**config.mk**
```make
export PLATFORM = sky130hd
export DESIGN_NAME = rtc_timebase
export DESIGN_NICKNAME = d
export VERILOG_FILES = /design/src/rtl/rtc_timebase_pkg.sv /design/src/rtl/rtc_status_reg.sv /design/src/rtl/rtc_seconds.sv /design/src/rtl/rtc_readout.sv /design/src/rtl/rtc_timebase.sv
export SDC_FILE = /design/constraint.sdc
export NUM_CORES = 1
export LEC_CHECK = 0
export ABC_AREA = 1
export BUFFER_PORTS_ARGS = -buffer_cell sky130_fd_sc_hd__buf_2
export CAP_MARGIN = 10
export CORE_UTILIZATION = 55
export CTS_CLUSTER_SIZE = 25
export DETAILED_ROUTE_END_ITERATION = 8
export PLACE_DENSITY = 0.75
export RECOVER_POWER = 25
export REMOVE_ABC_BUFFERS = 1
export SYNTH_ARGS = -nofsm -noshare
export SYNTH_HDL_FRONTEND = slang
export SYNTH_SLANG_ARGS = --single-unit
```
**constraint.sdc**
```tcl
create_clock -name clk -period 2 [get_ports clk]
set_input_delay 0.3 -clock clk [delete_from_list [all_inputs] [get_ports clk]]
set_output_delay 0.3 -clock clk [all_outputs]
set_load 0.02 [all_outputs]
```
**src/rtl/rtc_timebase_pkg.sv**
```systemverilog
package rtc_timebase_pkg;
    typedef enum logic [1:0] {
        RD_STATUS = 2'd0,
        RD_LOW    = 2'd1,
        RD_HIGH   = 2'd2,
        RD_NONE   = 2'd3
    } rd_sel_e;

    typedef enum logic {
        HALF_LIVE = 1'b0,
        HALF_HELD = 1'b1
    } hold_state_e;
endpackage

```
**src/rtl/rtc_status_reg.sv**
```systemverilog
module rtc_status_reg #(
    parameter int PRE_W  = 6,
    parameter int STAT_W = 16
) (
    input  logic              clk,
    input  logic              rst_n,
    input  logic              tick,
    input  logic              preset,
    input  logic              wr_en,
    input  logic [STAT_W-1:0] wr_data,
    output logic [STAT_W-1:0] status,
    output logic              carry
);
    localparam int UP_W = STAT_W - PRE_W;
    localparam logic [PRE_W-1:0] PRE_MAX = '1;

    logic [PRE_W-1:0] presc_q;
    logic [UP_W-1:0]  upper_q;

    always_ff @(posedge clk) begin
        if (!rst_n) begin
            presc_q <= '0;
            upper_q <= '0;
        end else begin
            if (preset)
                presc_q <= '0;
            else if (tick)
                presc_q <= presc_q + 1'b1;
            if (wr_en)
                upper_q <= wr_data[STAT_W-1:PRE_W];
        end
    end

    assign carry  = tick && !preset && (presc_q == PRE_MAX);
    assign status = {upper_q, presc_q};


    presc_step_chk: assert property (@(posedge clk) disable iff (!rst_n)
        (tick && !preset) |=> presc_q == PRE_W'($past(presc_q) + 1'b1));

    upper_keep_chk: assert property (@(posedge clk) disable iff (!rst_n)
        !wr_en |=> $stable(upper_q));

    presc_clear_chk: assert property (@(posedge clk) disable iff (!rst_n)
        preset |=> presc_q == '0);
endmodule

```
**src/rtl/rtc_seconds.sv**
```systemverilog
module rtc_seconds #(
    parameter int CNT_W = 32
) (
    input  logic             clk,
    input  logic             rst_n,
    input  logic             carry,
    input  logic             preset,
    input  logic [CNT_W-1:0] preset_value,
    output logic [CNT_W-1:0] count
);
    logic [CNT_W-1:0] count_q;

    always_ff @(posedge clk) begin
        if (!rst_n)
            count_q <= '0;
        else if (preset)
            count_q <= preset_value;
        else if (carry)
            count_q <= count_q + 1'b1;
    end

    assign count = count_q;


    sec_hold_chk: assert property (@(posedge clk) disable iff (!rst_n)
        (!carry && !preset) |=> $stable(count_q));

    sec_step_chk: assert property (@(posedge clk) disable iff (!rst_n)
        (carry && !preset) |=> count_q == CNT_W'($past(count_q) + 1'b1));

    sec_load_chk: assert property (@(posedge clk) disable iff (!rst_n)
        preset |=> count_q == $past(preset_value));
endmodule

```
**src/rtl/rtc_readout.sv**
```systemverilog
module rtc_readout
    import rtc_timebase_pkg::*;
#(
    parameter int CNT_W  = 32,
    parameter int STAT_W = 16,
    parameter int RD_W   = 16
) (
    input  logic              clk,
    input  logic              rst_n,
    input  logic              rd_en,
    input  logic [1:0]        rd_sel,
    input  logic              preset,
    input  logic [CNT_W-1:0]  count,
    input  logic [STAT_W-1:0] status,
    output logic [RD_W-1:0]   rd_data
);
    localparam int HALF_W = CNT_W / 2;

    hold_state_e      state_q, state_d;
    logic [HALF_W-1:0] held_q;
    logic [HALF_W-1:0] upper_view;
    logic              rd_low, rd_high;

    assign rd_low  = rd_en && (rd_sel_e'(rd_sel) == RD_LOW);
    assign rd_high = rd_en && (rd_sel_e'(rd_sel) == RD_HIGH);

    always_comb begin
        state_d = state_q;
        unique case (state_q)
            HALF_LIVE: begin
                if (!preset && rd_low)
                    state_d = HALF_HELD;
            end
            HALF_HELD: begin
                if (preset)
                    state_d = HALF_LIVE;
                else if (rd_low)
                    state_d = HALF_HELD;
                else if (rd_high)
                    state_d = HALF_LIVE;
            end
            default: state_d = HALF_LIVE;
        endcase
    end

    always_ff @(posedge clk) begin
        if (!rst_n) begin
            state_q <= HALF_LIVE;
            held_q  <= '0;
        end else begin
            state_q <= state_d;
            if (rd_low && !preset)
                held_q <= count[CNT_W-1:HALF_W];
        end
    end

    always_comb begin
        upper_view = (state_q == HALF_HELD) ? held_q : count[CNT_W-1:HALF_W];
        rd_data    = '0;
        if (rd_en) begin
            unique case (rd_sel_e'(rd_sel))
                RD_STATUS: rd_data = RD_W'(status);
                RD_LOW:    rd_data = RD_W'(count[HALF_W-1:0]);
                RD_HIGH:   rd_data = RD_W'(upper_view);
                RD_NONE:   rd_data = '0;
                default:   rd_data = '0;
            endcase
        end
    end


    hold_enter_chk: assert property (@(posedge clk) disable iff (!rst_n)
        (rd_low && !preset) |=> state_q == HALF_HELD);

    hold_leave_chk: assert property (@(posedge clk) disable iff (!rst_n)
        (state_q == HALF_HELD && rd_high && !rd_low && !preset) |=> state_q == HALF_LIVE);

    hold_drop_chk: assert property (@(posedge clk) disable iff (!rst_n)
        preset |=> state_q == HALF_LIVE);

    idle_zero_chk: assert property (@(posedge clk) disable iff (!rst_n)
        !rd_en |-> rd_data == '0);
endmodule

```
**src/rtl/rtc_timebase.sv**
```systemverilog
module rtc_timebase #(
    parameter int PRE_W  = 6,
    parameter int CNT_W  = 32,
    parameter int STAT_W = 16,
    localparam int HALF_W = CNT_W / 2,
    localparam int RD_W   = (STAT_W > HALF_W) ? STAT_W : HALF_W
) (
    input  logic              clk,
    input  logic              rst_n,
    input  logic              tick,
    input  logic              preset_en,
    input  logic [CNT_W-1:0]  preset_value,
    input  logic              stat_wr_en,
    input  logic [STAT_W-1:0] stat_wr_data,
    input  logic              rd_en,
    input  logic [1:0]        rd_sel,
    output logic [RD_W-1:0]   rd_data,
    output logic              tick_irq
);
    logic              carry;
    logic [STAT_W-1:0] status;
    logic [CNT_W-1:0]  count;
    logic              irq_q;

    rtc_status_reg #(.PRE_W(PRE_W), .STAT_W(STAT_W)) u_status (
        .clk(clk), .rst_n(rst_n), .tick(tick), .preset(preset_en),
        .wr_en(stat_wr_en), .wr_data(stat_wr_data),
        .status(status), .carry(carry)
    );

    rtc_seconds #(.CNT_W(CNT_W)) u_seconds (
        .clk(clk), .rst_n(rst_n), .carry(carry), .preset(preset_en),
        .preset_value(preset_value), .count(count)
    );

    rtc_readout #(.CNT_W(CNT_W), .STAT_W(STAT_W), .RD_W(RD_W)) u_readout (
        .clk(clk), .rst_n(rst_n), .rd_en(rd_en), .rd_sel(rd_sel),
        .preset(preset_en), .count(count), .status(status), .rd_data(rd_data)
    );

    always_ff @(posedge clk) begin
        if (!rst_n)
            irq_q <= 1'b0;
        else
            irq_q <= tick;
    end

    assign tick_irq = irq_q;


    irq_follow_chk: assert property (@(posedge clk) disable iff (!rst_n)
        tick |=> tick_irq);

    irq_quiet_chk: assert property (@(posedge clk) disable iff (!rst_n)
        !tick |=> !tick_irq);
endmodule

```
==> flow_summary_export.csv, run 1 <==
group,metric,value,unit
run_status,outcome,"complete, but fails checks",
run_status,violations,"capacitance limit, slew limit",
worst_setup_path,path_delay_family,"buffers and inverters",
placed_design,place_area,0.00420,mm²
routing,drc,0,
global_routing,met3_usage,7.20,%
routing,wl_per_cell,14.7,µm
routing,detail-route-antenna-nets,0,
global_routing,track_usage,31.4,%
cts,cts-htree-levels,3,
sta,slew_headroom,-1.78,%
finish,syn_to_final_growth,15.9,%
power,p_int,2.13,mW
sta,fin_skew,0.0104,ns
worst_setup_path,worstPathMaxFanout,41,
finish,seq_area,0.00132,mm²
global_routing,overflow,0,
global_routing,grt_pass1_vias,3855,
placed_design,portBuffers,66,
worst_hold_path,hold_path_class,"in -> reg",
power,seq_power_share,48.6,%
finish,final_design_area_no_fill,0.00440,mm²
floorplan,dieWidth,85.1,µm
routing,vias,4181,
worst_setup_path,cp_common_cell,"clkbuf_1",
finish,drive_above_1_share,15.3,%
worst_setup_path,cp-start-kind,"primary input",
flow_run,cap_violations,1,
worst_setup_path,cp.required,2.27,ns
finish,multiInputGateArea,0.00215,mm²
finish,num-nets-final,725,
worst_setup_path,critPathArrivalTime,2.13,ns
routing,drt_wl_total,11000,µm
cts,clock_latency,0.35,ns
synthesis,synthCells,604,
global_routing,antenna_found_initial,0,
global_routing,grt_pass1_wl,17900,µm
placed_design,gp_congestion,0.912,
finish,diodes,0,
routing,vias_per_cell,5.58,
finish,final_common_cell,"nand2_1",
power,comb_power_share,12.4,%
finish,post-route-util,67.8,%
power,p_switching,0.866,mW
synthesis,yosys_register_bits,66,
sta,setup_viol,0,
floorplan,io_pins,73,
worst_setup_path,crit_path_max_incr_delay,1.13,ns
synthesis,ys_seq_area_share,34.8,%
power,p_leak,1.80,nW
finish,layout_common_cells,"149 x nand2_1, 78 x nor2_1, 70 x o21ai_0, 68 x a21oi_1, 65 x dfxtp_1",
cts,clockBufferDepth,2,
sta,finalMaxSlewViolations,42,
sta,period_minus_slack,1.86,ns
synthesis,syn_area,0.00380,mm²
worst_setup_path,rrSetupSlack,0.21,ns
placed_design,hpwl,7980,µm
worst_setup_path,critPathKind,"in -> reg",
routing,firstDrtPassIters,5,
cts,cts_tree,"done",
worst_setup_path,worstSetupEndpointType,"flip-flop",
routing,drt-initial-drc-count,327,
worst_setup_path,path_cells,"clkbuf_1, clkbuf_1, o21ai_0, a21oi_1",
power,p_sw_share,28.9,%
sta,period_share,93.2,%
synthesis,avgSynthCellArea,6.29,µm²
floorplan,core,0.00649,mm²
sta,rsz0062_at_grt,"false",
sta,whs,0.176,ns
cts,root_buffer,"clkbuf_8",
global_routing,grt_use_met1,41.1,%
global_routing,grt_max_degree,42,
cts,cts_made_buffers,9,
floorplan,initial_core_util,58.5,%
global_routing,gr-usage-met2,51.3,%
floorplan,rows,29,
worst_setup_path,crit_slowest_cell,"clkbuf_1",
sta,hold_viol_final,0,
power,p_total,3.00,mW
sta,worstMarginPinSlew,1.53,ns
power,power.density,682,mW/mm²
cts,cts_resized,0,
sta,fmax,0.536,GHz
cts,post_cts_buffers,0,
cts,clk_pin_slew,0.08,ns
global_routing,grt_busiest_layer,"met2",
finish,fillers,645,
worst_setup_path,path_buf_inv,2,
cts,clkSinkCount,66,
cts,cts_hold_buf,0,
sta,setup-tns-final,0,ns
floorplan,fp.dieH,85.1,µm
power,pwr-share-clk,39.0,%
synthesis,yosys_warnings,0,
power,vdd_drop_max,0.649,mV
synthesis,yosys.cell_types.count,31,
floorplan,dieArea,0.00724,mm²
## final cells by class
class	count	share of cell area, %
tap	77	2.19
sequential	66	30.1
clock buffer	10	3.13
inverter	59	5.06
timing repair buffer	75	9.33
multi-input combinational	456	48.8
clock inverter	6	1.48
## sequential cells by signal (all words and copies together), names as in the netlist
signal and flops:
u_seconds.count 32, tick_irq 1, u_readout.state_q 1, u_status.presc_q 6, u_status.upper_q 10, u_readout.held_q 16
## cell families after synthesis
group           share of synthesized area [%]
buf+inv                                  8.70
xor+xnor                                 3.46
simple gates                             31.2
compound gates                           21.2
fa+ha+maj                               0.659
flops                                    34.8
## metrics by stage
step                worst slack [ns]  cells
floorplan                     0.0848    581
global placement               0.297    733
detailed placement             0.241    733
CTS                           0.0810    749
global route                  0.0207    749
finish                         0.136    749
## synth_stat cells, drive strengths merged
cell type | instances | share of area (%)
dfxtp | 66 | 35
nand3 | 37 | 5.1
and2 | 1 | 0.16
a211oi | 1 | 0.20
nand2 | 151 | 15
inv | 56 | 5.5
a31oi | 16 | 2.6
xor2 | 10 | 2.3
ha | 2 | 0.66
nor2 | 85 | 9.1
nor3 | 6 | 1.1
nand3b | 1 | 0.20
clkinv | 3 | 0.33
a21oi | 68 | 9.0
nand4 | 2 | 0.33
xnor2 | 5 | 1.2
clkbuf | 18 | 1.8
o21ai | 71 | 9.4
buf | 5 | 1.1
## final timing paths
path,start,end,cells past startpoint
worst min register to register,u_status.upper_q[0]$_SDFFE_PN0P_,u_status.upper_q[0]$_SDFFE_PN0P_,2
worst max register to register,u_status.presc_q[0]$_SDFFE_PP0P_,u_seconds.count[23]$_SDFFE_PN0P_,9
worst max-delay path,rst_n,u_readout.held_q[9]$_SDFFE_PN0P_,4
worst min-delay path,stat_wr_data[6],u_status.upper_q[0]$_SDFFE_PN0P_,3
## metal layers
layer  share of wire, %  vias to the layer above
met3                7.3                       19
li1                   -                     2093
met1                 45                     1892
met4                1.5                        0
met5                  0                        -
met2                 46                      177
## power groups by stage
stage	combinational, mW	sequential [mW]	clock, mW
after floorplan	0.216	1.46	0
after global placement	0.356	1.48	0
after detailed placement	0.366	1.48	0
after CTS	0.368	1.45	1.18
after global routing	0.415	1.46	1.25
final	0.371	1.46	1.17
## tightest hold or removal path, stage by stage
cell    delay [ns]
buf_2         0.07
nor2_1        0.03
nor2_1        0.08
(Power assumes the default switching activity.)
==> run 2, diff against run 1 <==
--- a/config.mk
+++ b/config.mk
@@ -8,10 +8,10 @@
 export ABC_AREA = 1
 export BUFFER_PORTS_ARGS = -buffer_cell sky130_fd_sc_hd__buf_2
 export CAP_MARGIN = 10
-export CORE_UTILIZATION = 55
+export CORE_UTILIZATION = 56
 export CTS_CLUSTER_SIZE = 25
 export DETAILED_ROUTE_END_ITERATION = 8
-export PLACE_DENSITY = 0.75
+export PLACE_DENSITY = 0.77
 export RECOVER_POWER = 25
 export REMOVE_ABC_BUFFERS = 1
 export SYNTH_ARGS = -nofsm -noshare
==> flow_summary_export.csv, run 2 (synthesis results as in run 1) <==
group,metric,value,unit
sta,period_minus_slack,1.88,ns
finish,final_common_cell,"nand2_1",
floorplan,dieWidth,84.3,µm
finish,layout_common_cells,"149 x nand2_1, 78 x nor2_1, 70 x o21ai_0, 68 x a21oi_1, 66 x dfxtp_1",
floorplan,fp.dieH,84.3,µm
cts,root_buffer,"clkbuf_8",
cts,cts_hold_buf,0,
floorplan,initial_core_util,58.8,%
sta,setup_viol,0,
placed_design,hpwl,8040,µm
global_routing,track_usage,32.4,%
power,power.density,694,mW/mm²
routing,vias,4214,
finish,multiInputGateArea,0.00216,mm²
floorplan,io_pins,73,
cts,cts-htree-levels,3,
global_routing,antenna_found_initial,0,
run_status,outcome,"complete, but fails checks",
cts,post_cts_buffers,0,
worst_setup_path,r2r_cells,10,
worst_setup_path,endpoint,"rd_data[10]",
finish,syn_to_final_growth,16.4,%
worst_setup_path,cp.required,1.70,ns
power,vdd_drop_max,0.413,mV
power,p_leak,1.83,nW
finish,final_cells,751,
worst_setup_path,critPathArrivalTime,1.58,ns
finish,largest_reg_flops,32,
sta,rsz0062_at_grt,"false",
finish,diodes,0,
sta,period_share,94.0,%
floorplan,dieArea,0.00711,mm²
sta,fin_skew,0.00863,ns
cts,clock_latency,0.36,ns
finish,seq_area,0.00132,mm²
worst_hold_path,hold_path_class,"in -> reg",
sta,worstMarginPinSlew,1.48,ns
cts,clockBufferDepth,2,
finish,num-nets-final,727,
finish,fillers,606,
sta,setup-tns-final,0,ns
routing,detail-route-antenna-nets,0,
cts,cts_made_buffers,9,
worst_setup_path,cp-startpoint,"u_readout.state_q$_SDFF_PN0_",
worst_setup_path,worstSetupEndpointType,"output pin",
worst_setup_path,rrSetupSlack,0.23,ns
routing,drt_wl_total,11000,µm
cts,clk_pin_slew,0.08,ns
worst_setup_path,cp-start-kind,"flip-flop",
run_status,violations,"DRC",
sta,slew_headroom,1.07,%
worst_setup_path,worstPathMaxFanout,28,
floorplan,core,0.00646,mm²
routing,wl_per_cell,14.6,µm
worst_setup_path,regToRegEndpoint,"u_seconds.count[10]$_SDFFE_PN0P_",
routing,vias_per_cell,5.61,
placed_design,placed_cells,735,
routing,drt-initial-drc-count,314,
global_routing,grt_max_degree,42,
global_routing,overflow,0,
sta,fmax,0.532,GHz
cts,cts_tree,"done",
global_routing,grt_pass1_wl,18200,µm
routing,firstDrtPassIters,9,
cts,clkSinkCount,66,
sta,hold_viol_final,0,
routing,drc,1,
placed_design,gp_congestion,0.931,
flow_run,cap_violations,0,
finish,drive_above_1_share,15.1,%
placed_design,portBuffers,66,
worst_setup_path,critPathKind,"reg -> out",
worst_setup_path,rr_startpoint,"u_status.presc_q[0]$_SDFFE_PP0P_",
cts,cts_resized,0,
power,p_total,3.07,mW
floorplan,rows,29,
sta,finalMaxSlewViolations,0,
global_routing,grt_pass1_vias,3932,
[run 2: power by group]
part / internal (mW) / switching [mW]
clock network: 0.701 / 0.534
logic: 0.140 / 0.232
registers: 1.38 / 0.0762
[run 2: area by class of cell]
class / count / area share [%]
clock buffers: 11 / 2.97
flip-flops and latches: 66 / 29.9
well taps: 77 / 2.18
inverters: 59 / 5.04
multi-input cells: 456 / 48.9
repair buffers: 77 / 9.28
clock inverters: 5 / 1.78
[run 2: stage by stage]
stage | setup WS, ns | hold slack, ns | area (µm²) | utilization (%)
detailed placement | 0.198 | 0.484 | 4200 | 65.0
CTS | 0.0863 | 0.161 | 4410 | 68.3
global route | 0.00866 | 0.166 | 4420 | 68.4
global placement | 0.272 | 0.478 | 4200 | 65.0
floorplan | 0.0848 | 0.389 | 3690 | -
finish | 0.119 | 0.161 | 4420 | 68.4
[run 2: worst min path at each step]
stage	slack (ns)	depth (start not counted)	start	endpoint
after floorplan	0.39	1	tick	u_status.presc_q[1]$_SDFFE_PP0P_
after global placement	0.48	2	u_status.upper_q[0]$_SDFFE_PN0P_	u_status.upper_q[0]$_SDFFE_PN0P_
after detailed placement	0.48	2	u_status.upper_q[7]$_SDFFE_PN0P_	u_status.upper_q[7]$_SDFFE_PN0P_
after CTS	0.16	3	stat_wr_data[9]	u_status.upper_q[3]$_SDFFE_PN0P_
after global routing	0.17	3	stat_wr_data[8]	u_status.upper_q[2]$_SDFFE_PN0P_
final	0.16	3	stat_wr_data[6]	u_status.upper_q[0]$_SDFFE_PN0P_
[run 2: critical path, stage by stage (launching register included)]
cell	delay, ns
dfxtp_1	0.33
inv_1	0.09
buf_6	0.19
a21oi_1	0.15
o21ai_0	0.11
a31oi_1	0.15
buf_2	0.19
[run 2: metal layers]
| layer | part of all wire, % | vias to the layer above | global-route usage (%) |
|---|---|---|---|
| met1 | 44 | 1910 | 41.4 |
| met5 | 0 | - | 0 |
| met2 | 46 | 168 | 53.3 |
| met4 | 2.8 | 0 | 14.9 |
| met3 | 7.4 | 33 | 6.10 |
| li1 | - | 2103 | - |
